File: src/rtl/irq_mask_pkg.sv
package irq_mask_pkg;

  typedef enum logic [2:0] {
    RD_NONE,
    RD_PEND_HI,
    RD_PEND_LO,
    RD_MASK_HI,
    RD_MASK_LO
  } rd_sel_e;

  typedef struct packed {
    logic wr_hi;
    logic wr_lo;
    logic set_cmd;
    logic clr_cmd;
  } mask_op_t;

endpackage

File: src/rtl/irq_bus_decode.sv
module irq_bus_decode
  import irq_mask_pkg::*;
#(
  parameter int ADDR_W      = 8,
  parameter int OFF_PEND_HI = 8'h00,
  parameter int OFF_PEND_LO = 8'h04,
  parameter int OFF_MASK_HI = 8'h08,
  parameter int OFF_MASK_LO = 8'h0C,
  parameter int OFF_SET     = 8'h1C,
  parameter int OFF_CLR     = 8'h1D
) (
  input  logic              wr_i,
  input  logic              rd_i,
  input  logic              word_i,
  input  logic [ADDR_W-1:0] addr_i,
  output mask_op_t          op_o,
  output rd_sel_e           rd_sel_o,
  output logic              err_o
);

  logic wr_ok;
  logic rd_err;

  always_comb begin
    op_o.wr_hi   = wr_i &&  word_i && (addr_i == ADDR_W'(OFF_MASK_HI));
    op_o.wr_lo   = wr_i &&  word_i && (addr_i == ADDR_W'(OFF_MASK_LO));
    op_o.set_cmd = wr_i && !word_i && (addr_i == ADDR_W'(OFF_SET));
    op_o.clr_cmd = wr_i && !word_i && (addr_i == ADDR_W'(OFF_CLR));
    wr_ok = op_o.wr_hi | op_o.wr_lo | op_o.set_cmd | op_o.clr_cmd;

    rd_sel_o = RD_NONE;
    if (rd_i && word_i) begin
      if      (addr_i == ADDR_W'(OFF_PEND_HI)) rd_sel_o = RD_PEND_HI;
      else if (addr_i == ADDR_W'(OFF_PEND_LO)) rd_sel_o = RD_PEND_LO;
      else if (addr_i == ADDR_W'(OFF_MASK_HI)) rd_sel_o = RD_MASK_HI;
      else if (addr_i == ADDR_W'(OFF_MASK_LO)) rd_sel_o = RD_MASK_LO;
    end
    rd_err = rd_i && (rd_sel_o == RD_NONE);
    err_o  = (wr_i && !wr_ok) || rd_err;
  end

endmodule

File: src/rtl/irq_mask_reg.sv
module irq_mask_reg
  import irq_mask_pkg::*;
#(
  parameter int NSRC   = 64,
  parameter int WORD_W = 32
) (
  input  logic              clk,
  input  logic              rst,
  input  mask_op_t          op_i,
  input  logic [WORD_W-1:0] wdata_i,
  output logic [NSRC-1:0]   mask_o
);

  localparam int IDX_W   = $clog2(NSRC);
  localparam int ALL_BIT = IDX_W;

  logic [IDX_W-1:0] cmd_idx;
  logic             cmd_all;
  logic [NSRC-1:0]  cmd_bit;
  logic [NSRC-1:0]  mask_q;

  assign cmd_idx = wdata_i[IDX_W-1:0];
  assign cmd_all = wdata_i[ALL_BIT];
  assign cmd_bit = {{(NSRC-1){1'b0}}, 1'b1} << cmd_idx;

  always_ff @(posedge clk) begin
    if (rst) begin
      mask_q <= '1;
    end else if (op_i.set_cmd) begin
      if (cmd_all) mask_q <= '1;
      else         mask_q <= mask_q | cmd_bit;
    end else if (op_i.clr_cmd) begin
      if (cmd_all) mask_q <= '0;
      else         mask_q <= mask_q & ~cmd_bit;
    end else begin
      if (op_i.wr_hi) mask_q[NSRC-1:WORD_W] <= wdata_i;
      if (op_i.wr_lo) mask_q[WORD_W-1:0]    <= wdata_i;
    end
  end

  assign mask_o = mask_q;

  logic arm_q;
  always_ff @(posedge clk) arm_q <= !rst;

  p_lo_write_r2: assert property (@(posedge clk) disable iff (rst || !arm_q)
    $past(op_i.wr_lo) |-> (mask_q[WORD_W-1:0] == $past(wdata_i)) &&
                          (mask_q[NSRC-1:WORD_W] == $past(mask_q[NSRC-1:WORD_W])));
  p_hi_write_r3: assert property (@(posedge clk) disable iff (rst || !arm_q)
    $past(op_i.wr_hi) |-> (mask_q[NSRC-1:WORD_W] == $past(wdata_i)) &&
                          (mask_q[WORD_W-1:0] == $past(mask_q[WORD_W-1:0])));
  p_set_one_r4: assert property (@(posedge clk) disable iff (rst || !arm_q)
    ($past(op_i.set_cmd) && !$past(cmd_all)) |-> mask_q == ($past(mask_q) | $past(cmd_bit)));
  p_set_all_r5: assert property (@(posedge clk) disable iff (rst || !arm_q)
    ($past(op_i.set_cmd) && $past(cmd_all)) |-> (&mask_q));
  p_clr_one_r6: assert property (@(posedge clk) disable iff (rst || !arm_q)
    ($past(op_i.clr_cmd) && !$past(cmd_all)) |-> mask_q == ($past(mask_q) & ~$past(cmd_bit)));
  p_clr_all_r7: assert property (@(posedge clk) disable iff (rst || !arm_q)
    ($past(op_i.clr_cmd) && $past(cmd_all)) |-> (mask_q == '0));

endmodule

File: src/rtl/irq_pend_reg.sv
module irq_pend_reg #(
  parameter int NSRC = 64
) (
  input  logic            clk,
  input  logic            rst,
  input  logic [NSRC-1:0] req_i,
  output logic [NSRC-1:0] pend_o
);

  logic [NSRC-1:0] pend_q;

  always_ff @(posedge clk) begin
    if (rst) pend_q <= '0;
    else     pend_q <= req_i;
  end

  assign pend_o = pend_q;

  logic arm_q;
  always_ff @(posedge clk) arm_q <= !rst;

  p_pend_follow_r10: assert property (@(posedge clk) disable iff (rst || !arm_q)
    pend_q == $past(req_i));

endmodule

File: src/rtl/irq_lowest_find.sv
module irq_lowest_find #(
  parameter int NSRC = 64
) (
  input  logic [NSRC-1:0]         vec_i,
  output logic                    any_o,
  output logic [$clog2(NSRC)-1:0] idx_o
);

  localparam int IDX_W = $clog2(NSRC);

  always_comb begin
    any_o = |vec_i;
    idx_o = '0;
    for (int i = NSRC - 1; i >= 0; i--) begin
      if (vec_i[i]) idx_o = IDX_W'(i);
    end
  end

endmodule

File: src/rtl/irq_mask_ctl.sv
module irq_mask_ctl
  import irq_mask_pkg::*;
#(
  parameter int NSRC   = 64,
  parameter int WORD_W = 32,
  parameter int ADDR_W = 8,
  parameter int IDX_W  = $clog2(NSRC)
) (
  input  logic              clk,
  input  logic              rst,
  input  logic              bus_wr,
  input  logic              bus_rd,
  input  logic              bus_word,
  input  logic [ADDR_W-1:0] bus_addr,
  input  logic [WORD_W-1:0] bus_wdata,
  output logic [WORD_W-1:0] bus_rdata,
  output logic              bus_err,
  input  logic [NSRC-1:0]   irq_req,
  output logic              irq_active,
  output logic [IDX_W-1:0]  irq_src
);

  mask_op_t        op;
  rd_sel_e         rd_sel;
  logic            acc_err;
  logic [NSRC-1:0] mask_q;
  logic [NSRC-1:0] pend_q;
  logic [NSRC-1:0] hit_vec;
  logic            hit_any;
  logic [IDX_W-1:0] hit_idx;

  irq_bus_decode #(.ADDR_W(ADDR_W)) u_dec (
    .wr_i(bus_wr), .rd_i(bus_rd), .word_i(bus_word), .addr_i(bus_addr),
    .op_o(op), .rd_sel_o(rd_sel), .err_o(acc_err)
  );

  irq_mask_reg #(.NSRC(NSRC), .WORD_W(WORD_W)) u_mask (
    .clk(clk), .rst(rst), .op_i(op), .wdata_i(bus_wdata), .mask_o(mask_q)
  );

  irq_pend_reg #(.NSRC(NSRC)) u_pend (
    .clk(clk), .rst(rst), .req_i(irq_req), .pend_o(pend_q)
  );

  assign hit_vec = pend_q & ~mask_q;

  irq_lowest_find #(.NSRC(NSRC)) u_find (
    .vec_i(hit_vec), .any_o(hit_any), .idx_o(hit_idx)
  );

  always_ff @(posedge clk) begin
    if (rst) begin
      bus_rdata  <= '0;
      bus_err    <= 1'b0;
      irq_active <= 1'b0;
      irq_src    <= '0;
    end else begin
      bus_err    <= acc_err;
      irq_active <= hit_any;
      irq_src    <= hit_idx;
      unique case (rd_sel)
        RD_PEND_HI: bus_rdata <= pend_q[NSRC-1:WORD_W];
        RD_PEND_LO: bus_rdata <= pend_q[WORD_W-1:0];
        RD_MASK_HI: bus_rdata <= mask_q[NSRC-1:WORD_W];
        RD_MASK_LO: bus_rdata <= mask_q[WORD_W-1:0];
        default:    bus_rdata <= '0;
      endcase
    end
  end

  logic arm_q;
  always_ff @(posedge clk) arm_q <= !rst;

  p_err_keeps_mask_r8: assert property (@(posedge clk) disable iff (rst || !arm_q)
    bus_err |-> $stable(mask_q));
  p_active_tracks_r11: assert property (@(posedge clk) disable iff (rst || !arm_q)
    irq_active == (|$past(hit_vec)));
  p_src_idle_zero_r11: assert property (@(posedge clk) disable iff (rst || !arm_q)
    !irq_active |-> (irq_src == '0));
  p_active_reset_r1: assert property (@(posedge clk)
    $past(rst) |-> (!irq_active && !bus_err));

endmodule

File: config.mk
export PLATFORM = sky130hd
export DESIGN_NAME = irq_mask_ctl
export DESIGN_NICKNAME = d
export VERILOG_FILES = /design/src/rtl/irq_mask_pkg.sv /design/src/rtl/irq_bus_decode.sv /design/src/rtl/irq_mask_reg.sv /design/src/rtl/irq_pend_reg.sv /design/src/rtl/irq_lowest_find.sv /design/src/rtl/irq_mask_ctl.sv
export SDC_FILE = /design/constraint.sdc
export NUM_CORES = 1
export LEC_CHECK = 0
export ABC_AREA = 1
export BUFFER_PORTS_ARGS = -buffer_cell sky130_fd_sc_hd__buf_2
export CORE_ASPECT_RATIO = 1.4
export CORE_MARGIN = 3
export CORE_UTILIZATION = 57
export CTS_CLUSTER_DIAMETER = 120
export DETAILED_ROUTE_END_ITERATION = 6
export PLACE_DENSITY = 0.83
export SLEW_MARGIN = 30
export SYNTH_ARGS = -nofsm -noshare
export SYNTH_HDL_FRONTEND = slang
export SYNTH_SLANG_ARGS = --single-unit
File: constraint.sdc
create_clock -name clk -period 3.4 [get_ports clk]
set_input_delay 0.34 -clock clk [delete_from_list [all_inputs] [get_ports clk]]
set_output_delay 0.34 -clock clk [all_outputs]
set_load 0.005 [all_outputs]
After elaboration in Yosys (flattened, before gate mapping)

Cells that the tools add are included.

Eq/ne operators: 9
Shift operators: 1
Muxes and demuxes: 75
Bitwise logic cells: 8
Reductions and logical operators: 23

Operator list:

| kind                                              | count |
|---|---|
| two-way mux 64 bit                                | 4 |
| two-way mux 6 bit                                 | 32 |
| AND 64 bit                                        | 2 |
| inverter 64 bit                                   | 2 |
| case mux 32 bit (4 select lines)                  | 1 |
| two-way mux 5 bit                                 | 16 |
| two-way mux 32 bit                                | 2 |
| OR 64 bit                                         | 1 |
| OR reduction 64 bit                               | 1 |
| << shifter 1 x 6 -> 64 bit (first input constant) | 1 |
| OR reduction 33 bit                               | 1 |
| two-way mux 4 bit                                 | 8 |
| two-way mux 3 bit                                 | 9 |
| OR reduction 17 bit                               | 1 |
| == test 8 x 4 -> 1 bit (second input constant)    | 2 |
| == test 8 x 5 -> 1 bit (second input constant)    | 2 |
| logical AND 1 bit                                 | 9 |
| OR reduction 9 bit                                | 1 |
| == test 8 x 3 -> 1 bit (second input constant)    | 1 |
| logical NOT 8 bit                                 | 1 |
| == test 3 x 2 -> 1 bit (second input constant)    | 2 |
| nonzero test 3 bit                                | 2 |
| OR reduction 5 bit                                | 1 |
| two-way mux 2 bit                                 | 2 |
| other kinds (9)                                   | 12 |

Bits in registers: 168
Bits of input ports: 109
Output and inout bits: 40
Word-level logic and storage cells: 128

Longest topological paths before layout

Gate-level depths: netlist of the first run.

Depth in word-level cells: 65
Depth in mapped cells: 64

Cells and area by module

Synthesis of the first run repeated with hierarchy kept, for this count alone.

Cell total of the unflattened synthesis: 1,837
Area, all modules: 10,772.8 µm²

By module, submodules not included:

| module          | times used | cells an instance | area each (µm²) |
|---|---|---|---|
| irq_mask_reg    | 1          | 884               | 4,882.2 |
| irq_mask_ctl    | 1          | 482               | 2,837.7 |
| irq_pend_reg    | 1          | 199               | 1,840.5 |
| irq_lowest_find | 1          | 235               | 1,024.7 |
| irq_bus_decode  | 1          | 37                | 187.7 |

Worst setup path after synthesis of the first run

Ideal clock, no wire load.

Path type: register to register
Start: register u_mask.mask_q[62] (netlist: u_mask.mask_o[62])
End: register irq_src[0]
Setup time: 0.114 ns
Arrival: 3.023 ns
Data required time: 3.286 ns
Path slack: 0.263 ns
Cell stages (with the launch flop): 65
Cell sequence: dfxtp_1 inv_2 nand2_2 nand2_1 nand2_1 nand2_1 nand2_1 nand2_1 nand2_1 nand2_1 nand2_1 nand2_1 nand2_1 nand2_1 nand2_1 nand2_1 nand2_1 nand2_1 (+29 left out) nand2_1 nand2_1 nand2_1 nand2_1 nand2_1 nand2_1 nand2_1 nand2_1 nand2_1 nand2_1 nand2_1 nand2_1 nand2_1 nand2_1 nand2_1 nand2_1 nand2_1 a21oi_2

Word-level cells in the longest chain between the ends: 64

Ends and longest elaborated chain:

| element                          | line                  | source |
|---|---|---|
| start: declaration               | irq_mask_reg.sv:20    | `logic [NSRC-1:0] mask_q;` |
| start signal: assignment         | irq_mask_reg.sv:31    | `else mask_q <= mask_q \| cmd_bit;` |
| start signal: assignment         | irq_mask_reg.sv:34    | `else mask_q <= mask_q & ~cmd_bit;` |
| start signal: indexed assignment | irq_mask_reg.sv:36    | `if (op_i.wr_hi) mask_q[NSRC-1:WORD_W] <= wdata_i;` |
| inverter 64 bit                  | irq_mask_ctl.sv:45    | `assign hit_vec = pend_q & ~mask_q;` |
| AND 64 bit                       | irq_mask_ctl.sv:45    |  |
| two-way mux 6 bit (31 in a row)  | irq_lowest_find.sv:15 | `if (vec_i[i]) idx_o = IDX_W'(i);` |
| two-way mux 5 bit (16 in a row)  | irq_lowest_find.sv:15 |  |
| two-way mux 4 bit (8 in a row)   | irq_lowest_find.sv:15 |  |
| two-way mux 3 bit (4 in a row)   | irq_lowest_find.sv:15 |  |
| two-way mux 2 bit (2 in a row)   | irq_lowest_find.sv:15 |  |
| two-way mux 1 bit                | irq_lowest_find.sv:15 |  |
| end signal: assignment           | irq_mask_ctl.sv:60    | `irq_src <= hit_idx;` |
| end: declaration                 | irq_mask_ctl.sv:20    | `output logic [IDX_W-1:0] irq_src` |

Every way passes these cells.
A chain may end at the register's enable or synchronous reset.

Worst setup path after layout of the first run

Start: register u_pend.pend_q[63] (netlist: u_pend.pend_o[63])
End: register irq_src[0]

Word-level cells in the longest chain between the ends: 64

Ends and longest elaborated chain:

| element                         | line                  | source |
|---|---|---|
| start: declaration              | irq_pend_reg.sv:10    | `logic [NSRC-1:0] pend_q;` |
| start signal: assignment        | irq_pend_reg.sv:14    | `else pend_q <= req_i;` |
| AND 64 bit                      | irq_mask_ctl.sv:45    |  |
| two-way mux 6 bit (32 in a row) | irq_lowest_find.sv:15 |  |
| two-way mux 5 bit (16 in a row) | irq_lowest_find.sv:15 |  |
| two-way mux 4 bit (8 in a row)  | irq_lowest_find.sv:15 |  |
| two-way mux 3 bit (4 in a row)  | irq_lowest_find.sv:15 |  |
| two-way mux 2 bit (2 in a row)  | irq_lowest_find.sv:15 |  |
| two-way mux 1 bit               | irq_lowest_find.sv:15 |  |

Every way passes these cells.

==> impl_metrics.csv, run 1 <==
group,metric,value,unit
power_and_ir_drop,p_leak,5.37,nW
drt,drc,1,
die,io-pin-count,149,
global_routing,grt-ovfl-total,0,
cts,h-tree-depth,4,
placement,gp_congestion,0.953,
power_and_ir_drop,p_sw_frac,0.245,
synth,synth_top_area_cell,"dfxtp_1",
die,die_h,151,microns
flow_run,maxCapViolations,0,
synth,synth.top_cell.area_share,0.392,
die,floorplan.initialDensity,0.589,
drt,firstDrtPassIters,7,
timing,slew-limit-headroom,0.461,
power_and_ir_drop,power,4.12,mW
setup_path,arrival,4.13,ns
drt,viasPerCell,6.07,
cells_and_area,num_antenna_cells,0,
setup_path,critPathRequiredTime,3.78,ns
drt,finalWirelength,28600,microns
min_path,hp-class,"input port to flip-flop",
power_and_ir_drop,p_per_area,407,nW/um^2
setup_path,endpoint_kind,"flip-flop",
drt,drtIter0Drc,987,
die,rows,52,
drt,vias,9730,
global_routing,grt_usage,0.345,
global_routing,antenna_found_initial,0,
setup_path,crit_top_cell,"nand2_1",
timing,rsz0062_at_grt,"true",
status,outcome,"finished, violations left",
synth,yosys_warnings,0,
cts,cts_sinks,168,
timing,period_share,1.10,
power_and_ir_drop,power_switching,1.01,mW
global_routing,grt_max_degree,55,
synth,syn_nets,1382,
timing,hold_viol_final,0,
cts,cts_inserted_buffers,17,
synth,ys_ff_latch,168,
status,violations,"DRC, setup timing",
placement,dpl-instance-area,9580,sq um
die,die_w,110,microns
cts,ctsHoldBuffers,0,
synth,synth_area_leaders,"dfxtp_1, nor2_1, nand2_1",
synth,avgSynthCellArea,6.74,sq um
power_and_ir_drop,ir_drop,0.384,mV
setup_path,worstSetupPathType,"flip-flop to flip-flop",
timing,fin_crit,3.75,ns
die,fp.coreArea,14600,sq um
power_and_ir_drop,pwr-share-seq,0.496,
cts,clk_pin_slew,0.07,ns
power_and_ir_drop,power_frac_comb,0.064,
cells_and_area,layout-drive-gt1-share,0.167,
placement,pre_cts_ws,-0.357,ns
cells_and_area,syn_to_final_growth,18.0,%
cts,clock_latency,0.44,ns
setup_path,slowest_delay,0.33,ns
global_routing,grt_pass1_wl,44400,microns
power_and_ir_drop,clkPwrFrac,0.440,
setup_path,startpoint_type,"flip-flop",
timing,setup_viol,1,
die,die-area,16600,sq um
cells_and_area,fin_nets,1512,
cts,root_buffer,"clkbuf_16",
setup_path,path_max_fanout,2,
synth,seq_area_frac_synth,0.392,
synth,ys_types,30,
timing,max_freq,267,MHz
placement,port-buffer-count,148,
placement,dpl.hpwl,19700,microns
timing,finalClockSkew,0.0103,ns
cts,cts.path.max_buffers,2,
synth,syn-cell-area,8580,sq um
timing,setup_ws,-0.349,ns
global_routing,grt_pass1_vias,8978,
power_and_ir_drop,internal_power,3.11,mW
cts,tritoncts,"yes",
timing,drv_slew,0,
drt,wl_per_cell,17.8,microns
synth,synth_cells,1273,
timing,tightest_slew,0.808,ns
cells_and_area,design_area,10100,sq um
timing,holdWs,0.0972,ns
setup_path,slowest_stage,"dfxtp_2",
drt,ant_nets,0,
-- worst paths after layout --
path	startpoint	end	slack, ns	depth (start not counted)
setup / recovery	u_pend.pend_o[63]	irq_src[0]	-0.35	64
hold / removal	irq_req[3]	u_pend.pend_o[3]	0.1	3
setup reg to reg	u_pend.pend_o[63]	irq_src[0]	-0.35	64
hold reg to reg	u_mask.mask_o[38]	u_mask.mask_o[38]	0.46	1
-- power groups by stage --
stage / clock network (mW) / registers [mW] / logic, mW
5_1_grt: 1.91 / 2.04 / 0.287
3_5_place_dp: 0 / 2.09 / 0.254
3_3_place_gp: 0 / 2.08 / 0.251
6_report: 1.81 / 2.04 / 0.263
2_1_floorplan: 0 / 2.08 / 0.139
4_1_cts: 1.82 / 2.04 / 0.257
-- worst max-delay path, delay by kind of cell, from the launching register on --
kind	cells	cell delay [ns]
and+or+nand+nor	62	3.18
DFF	1	0.33
AOI/OAI and AO/OA	1	0.11
buffers and inverters	1	0.04
-- area by class of cell --
cell class              count  area [sq um]
inverters                 171           642
well taps                 189           236
clock buffers              20           437
fillers                  1274          4450
clock inverters            11           103
repair buffers            186          1040
flip-flops and latches    168          3360
multi-input cells         859          4310
-- layer usage --
metal  GRT usage  wire (microns)  share of wire  vias up
li1            -               -              -     4507
met1       0.404            9910           0.35     4326
met2       0.557           13400           0.47      702
met4       0.237            2020          0.071        0
met3      0.0746            3190           0.11      195
met5           0               0              0        -
-- timing repair --
action / CTS / global route
setup endpoints to repair: 1 / 1
resized for setup: 2 / 0
setup buffers: 1 / 0
endpoints found under the hold margin: 0 / 0
-- sequential cells by signal, indices dropped and copies added, names as in the netlist --
register and cells:
bus_err 1, bus_rdata 32, u_pend.pend_o 64, irq_active 1, u_mask.mask_o 64, irq_src 6
-- cell usage after synthesis --
| master | count |
|---|---|
| o311ai_0 | 7 |
| a221o_1 | 26 |
| o22ai_1 | 32 |
| nor2_1 | 262 |
| nand2_2 | 5 |
| a31oi_1 | 4 |
| nand3b_1 | 1 |
| a21oi_1 | 18 |
| a211o_1 | 7 |
| nor2_2 | 1 |
| nand2_1 | 254 |
| nand3_1 | 28 |
| buf_1 | 1 |
| nor4_1 | 29 |
| nand2_4 | 7 |
| a221oi_1 | 31 |
| or2_2 | 1 |
| inv_2 | 2 |
| nor3_1 | 10 |
| o21ai_0 | 68 |
| o211ai_1 | 31 |
| inv_1 | 169 |
| nand4_1 | 2 |
| o41ai_1 | 7 |
| o21a_1 | 2 |
| o31ai_1 | 1 |
| clkbuf_1 | 74 |
| a21oi_2 | 1 |
| o221ai_1 | 24 |
| dfxtp_1 | 168 |
-- metrics by stage --
stage	setup TNS (ns)	util	std cells
after global placement	-0.252	0.657	1572
after CTS	-0.324	0.695	1604
after global routing	-1.03	0.695	1604
final	-0.349	0.695	1604
after detailed placement	-0.357	0.657	1572
after floorplan	0	-	1273
-- cell usage in the layout (no fill, tap or decap), drive strengths merged, types with 10 or more instances in the layout --
master  Yosys  final
nor4       29     29
nand2     266    266
o211ai     31     31
nor3       10     10
o21ai      68     68
a221o      26     26
nor2      263    263
inv       171    172
a221oi     31     31
buf         1    186
nand3      28     28
o22ai      32     32
a21oi      19     19
o221ai     24     24
clkbuf     74     20
dfxtp     168    168
-- cell families (layout without fill, tap and decap cells) --
| family | Yosys count | after routing | share of synthesized area |
|---|---|---|---|
| flops | 168 | 168 | 0.392 |
| simple gates | 600 | 600 | 0.286 |
| compound gates | 259 | 259 | 0.215 |
| buf+inv | 246 | 388 | 0.108 |
Note: power is estimated with default switching activity, not from simulation.
==> run 2, diff against run 1 <==
CORE_UTILIZATION = 59   (was 57)
PLACE_DENSITY = 0.84   (was 0.83)
SYNTH_HIERARCHICAL = 1   (was not set)
==> run 2 against run 1 <==
Against the previous run: the run ends with setup timing left; clock skew barely moved; clock power barely moved; critical path depth rose by 3; total power rose by 1.7%; register-to-register slack got worse by 0.16 ns; via count rose by 25%; combinational power rose by 25%; non-clock buffer count rose by 2; worst hold slack improved by 0.0034 ns; count of clock-buffer cells in the layout fell by 2; highest routed layer unchanged.
==> impl_metrics.csv, run 2 <==
group,metric,value,unit
die,fp.coreArea,17600,sq um
synth,syn_nets,1946,
setup_path,endpoint_kind,"flip-flop",
synth,ys_ff_latch,168,
timing,rsz0062_at_grt,"true",
synth,synth_common_cells,"nand2_1, nor2_1, inv_1",
cts,ctsHoldBuffers,0,
status,outcome,"finished, violations left",
setup_path,worst-path-buf-inv,3,
cts,post_cts_buffers,0,
cells_and_area,fin_nets,2047,
timing,drv_slew,0,
synth,yosys_warnings,6,
timing,period_share,1.15,
drt,finalWirelength,35000,microns
synth,yosysMostFrequentCell,"nand2_1",
cts,h-tree-depth,4,
synth,async_flop_share,0,
drt,viasPerCell,5.55,
power_and_ir_drop,internal_power,3.08,mW
power_and_ir_drop,ir_drop,0.348,mV
cells_and_area,final_cell_mix,"nand2_1, nor2_1, inv_1, dfxtp_1, buf_2",
setup_path,slowest_delay,0.34,ns
setup_path,path_max_fanout,2,
cells_and_area,ff_latch_area,3370,sq um
global_routing,grt_max_degree,105,
synth,synth_flop_cell,"dfxtp_1",
power_and_ir_drop,power_frac_comb,0.078,
cts,clk_pin_slew,0.07,ns
timing,setup_ws,-0.510,ns
setup_path,slowest_stage,"dfxtp_2",
power_and_ir_drop,clkPwrFrac,0.434,
die,die_h,166,microns
timing,hold_viol_final,0,
synth,synth_edf_count,0,
drt,drtIter0Drc,1635,
drt,drc,0,
cts,root_buffer,"clkbuf_16",
cells_and_area,multiInputGateArea,5460,sq um
synth,synth_top_area_cell,"dfxtp_1",
global_routing,grt_pass1_vias,10500,
synth,seq_area_frac_synth,0.312,
setup_path,startpoint_type,"flip-flop",
cells_and_area,final_cells,2187,
timing,tightest_slew,0.989,ns
cts,cts_inserted_buffers,17,
timing,holdWs,0.101,ns
die,die-area,19900,sq um
power_and_ir_drop,p_sw_frac,0.265,
power_and_ir_drop,power,4.19,mW
status,violations,"setup timing",
power_and_ir_drop,power_switching,1.11,mW
power_and_ir_drop,p_leak,6.78,nW
die,io-pin-count,149,
placement,dpl-instance-area,11500,sq um
synth,synth_cells,1837,
die,floorplan.initialDensity,0.612,
cts,tritoncts,"yes",
placement,dpl.hpwl,23900,microns
setup_path,worstSetupPathType,"flip-flop to flip-flop",
power_and_ir_drop,p_per_area,346,nW/um^2
flow_run,maxCapViolations,0,
setup_path,critPathTopFamily,"simple AND/OR/NAND/NOR gates",
power_and_ir_drop,pwr-share-seq,0.488,
cts,clock_latency,0.44,ns
setup_path,arrival,4.20,ns
placement,dp.cells,2155,
cells_and_area,layout-drive-gt1-share,0.138,
timing,max_freq,256,MHz
global_routing,grt_usage,0.341,
drt,firstDrtPassIters,6,
drt,wl_per_cell,16.0,microns
synth,synth_area_leaders,"dfxtp_1, nand2_1, nor2_1",
global_routing,antenna_found_initial,0,
synth,syn-cell-area,10800,sq um
cells_and_area,mostFrequentLayoutCell,"nand2_1",
cells_and_area,syn_to_final_growth,12.3,%
die,die_w,120,microns
drt,ant_nets,0,
timing,fin_crit,3.91,ns
setup_path,crit_top_cell,"nand2_1",
cts,cts.path.max_buffers,2,
global_routing,grt_pass1_wl,54800,microns
synth,avgSynthCellArea,5.86,sq um
synth,synth.top_cell.area_share,0.312,
placement,port-buffer-count,148,
synth,ys_types,34,
drt,vias,12100,
min_path,hp-class,"input port to flip-flop",
cts,cts_sinks,168,
placement,gp_congestion,0.934,
cells_and_area,nFillCells,1557,
timing,slew-limit-headroom,0.340,
die,rows,57,
timing,setup_viol,1,
cells_and_area,design_area,12100,sq um
timing,finalClockSkew,0.00994,ns
setup_path,critPathRequiredTime,3.69,ns
global_routing,grt-ovfl-total,0,
-- run 2: changes by cell type in the layout (fill, tap and decap cells not counted), sizes merged, moves of 24 or more --
cell and delta:
nand2 +166, a221o -26, nand3 +96, nor2 +87, inv +166, a221oi -31, o221ai -24, o211ai -31
a21oi +67, nor3 +43, nand4 +102, o22ai -31, nor4 -27
-- run 2: final timing paths --
kind,from,to,depth (start not counted),slack [ns]
hold / removal,irq_req[10],u_pend/pend_o[10],3,0.10
hold reg to reg,u_pend/pend_o[61],bus_rdata[29],4,0.58
setup reg to reg,u_pend/pend_o[62],irq_src[0],67,-0.51
setup / recovery,u_pend/pend_o[62],irq_src[0],67,-0.51
-- run 2: layer usage --
metal | up-vias | share of wire | wire length [microns] | GRT usage
met3 | 131 | 0.10 | 3500 | 0.0688
met5 | - | 0 | 0 | 0
met1 | 5383 | 0.39 | 13500 | 0.438
li1 | 5874 | - | - | -
met4 | 0 | 0.053 | 1850 | 0.176
met2 | 745 | 0.46 | 16200 | 0.538
-- run 2: per-stage QoR --
step | utilization | worst slack (ns) | TNS (ns)
floorplan | - | 0.0925 | 0
global placement | 0.654 | -0.443 | -0.443
detailed placement | 0.654 | -0.481 | -0.481
CTS | 0.685 | -0.456 | -0.456
global route | 0.687 | -1.07 | -1.07
finish | 0.687 | -0.510 | -0.510
-- run 2: kinds of logic (layout without fill, tap and decap cells) --
kind of cell | count (synthesis) | count (layout) | synth area share
buf+inv | 445 | 558 | 0.186
compound gates | 158 | 158 | 0.0750
flops | 168 | 168 | 0.312
other cells | 0 | 1 | 0
simple gates | 1066 | 1066 | 0.427
-- run 2: what timing repair did --
action,4_1_cts,5_1_grt
resized for setup,6,6
endpoints found under the setup margin,1,2
endpoints found under the hold margin,0,0
pin swaps,0,1
-- run 2: worst min-delay path, cell delays in order --
cell and delay [ns]:
buf_2 0.07, inv_1 0.03, nor2_1 0.06
-- run 2: layout make-up --
type / instances / area share
Multi-Input combinational cell: 1224 / 0.451
Sequential cell: 168 / 0.278
Inverter: 339 / 0.114
Timing Repair Buffer: 188 / 0.0876
Clock buffer: 18 / 0.0355
Tap cell: 236 / 0.0244
Clock inverter: 13 / 0.00920
Antenna cell: 1 / 0.000207
-- run 2: power by group through the flow --
| stage | logic [mW] | clock network, mW | registers [mW] |
|---|---|---|---|
| 5_1_grt | 0.360 | 1.92 | 2.05 |
| 3_5_place_dp | 0.316 | 0 | 2.09 |
| 4_1_cts | 0.319 | 1.83 | 2.04 |
| 6_report | 0.328 | 1.82 | 2.04 |
| 3_3_place_gp | 0.313 | 0 | 2.08 |
| 2_1_floorplan | 0.199 | 0 | 2.08 |
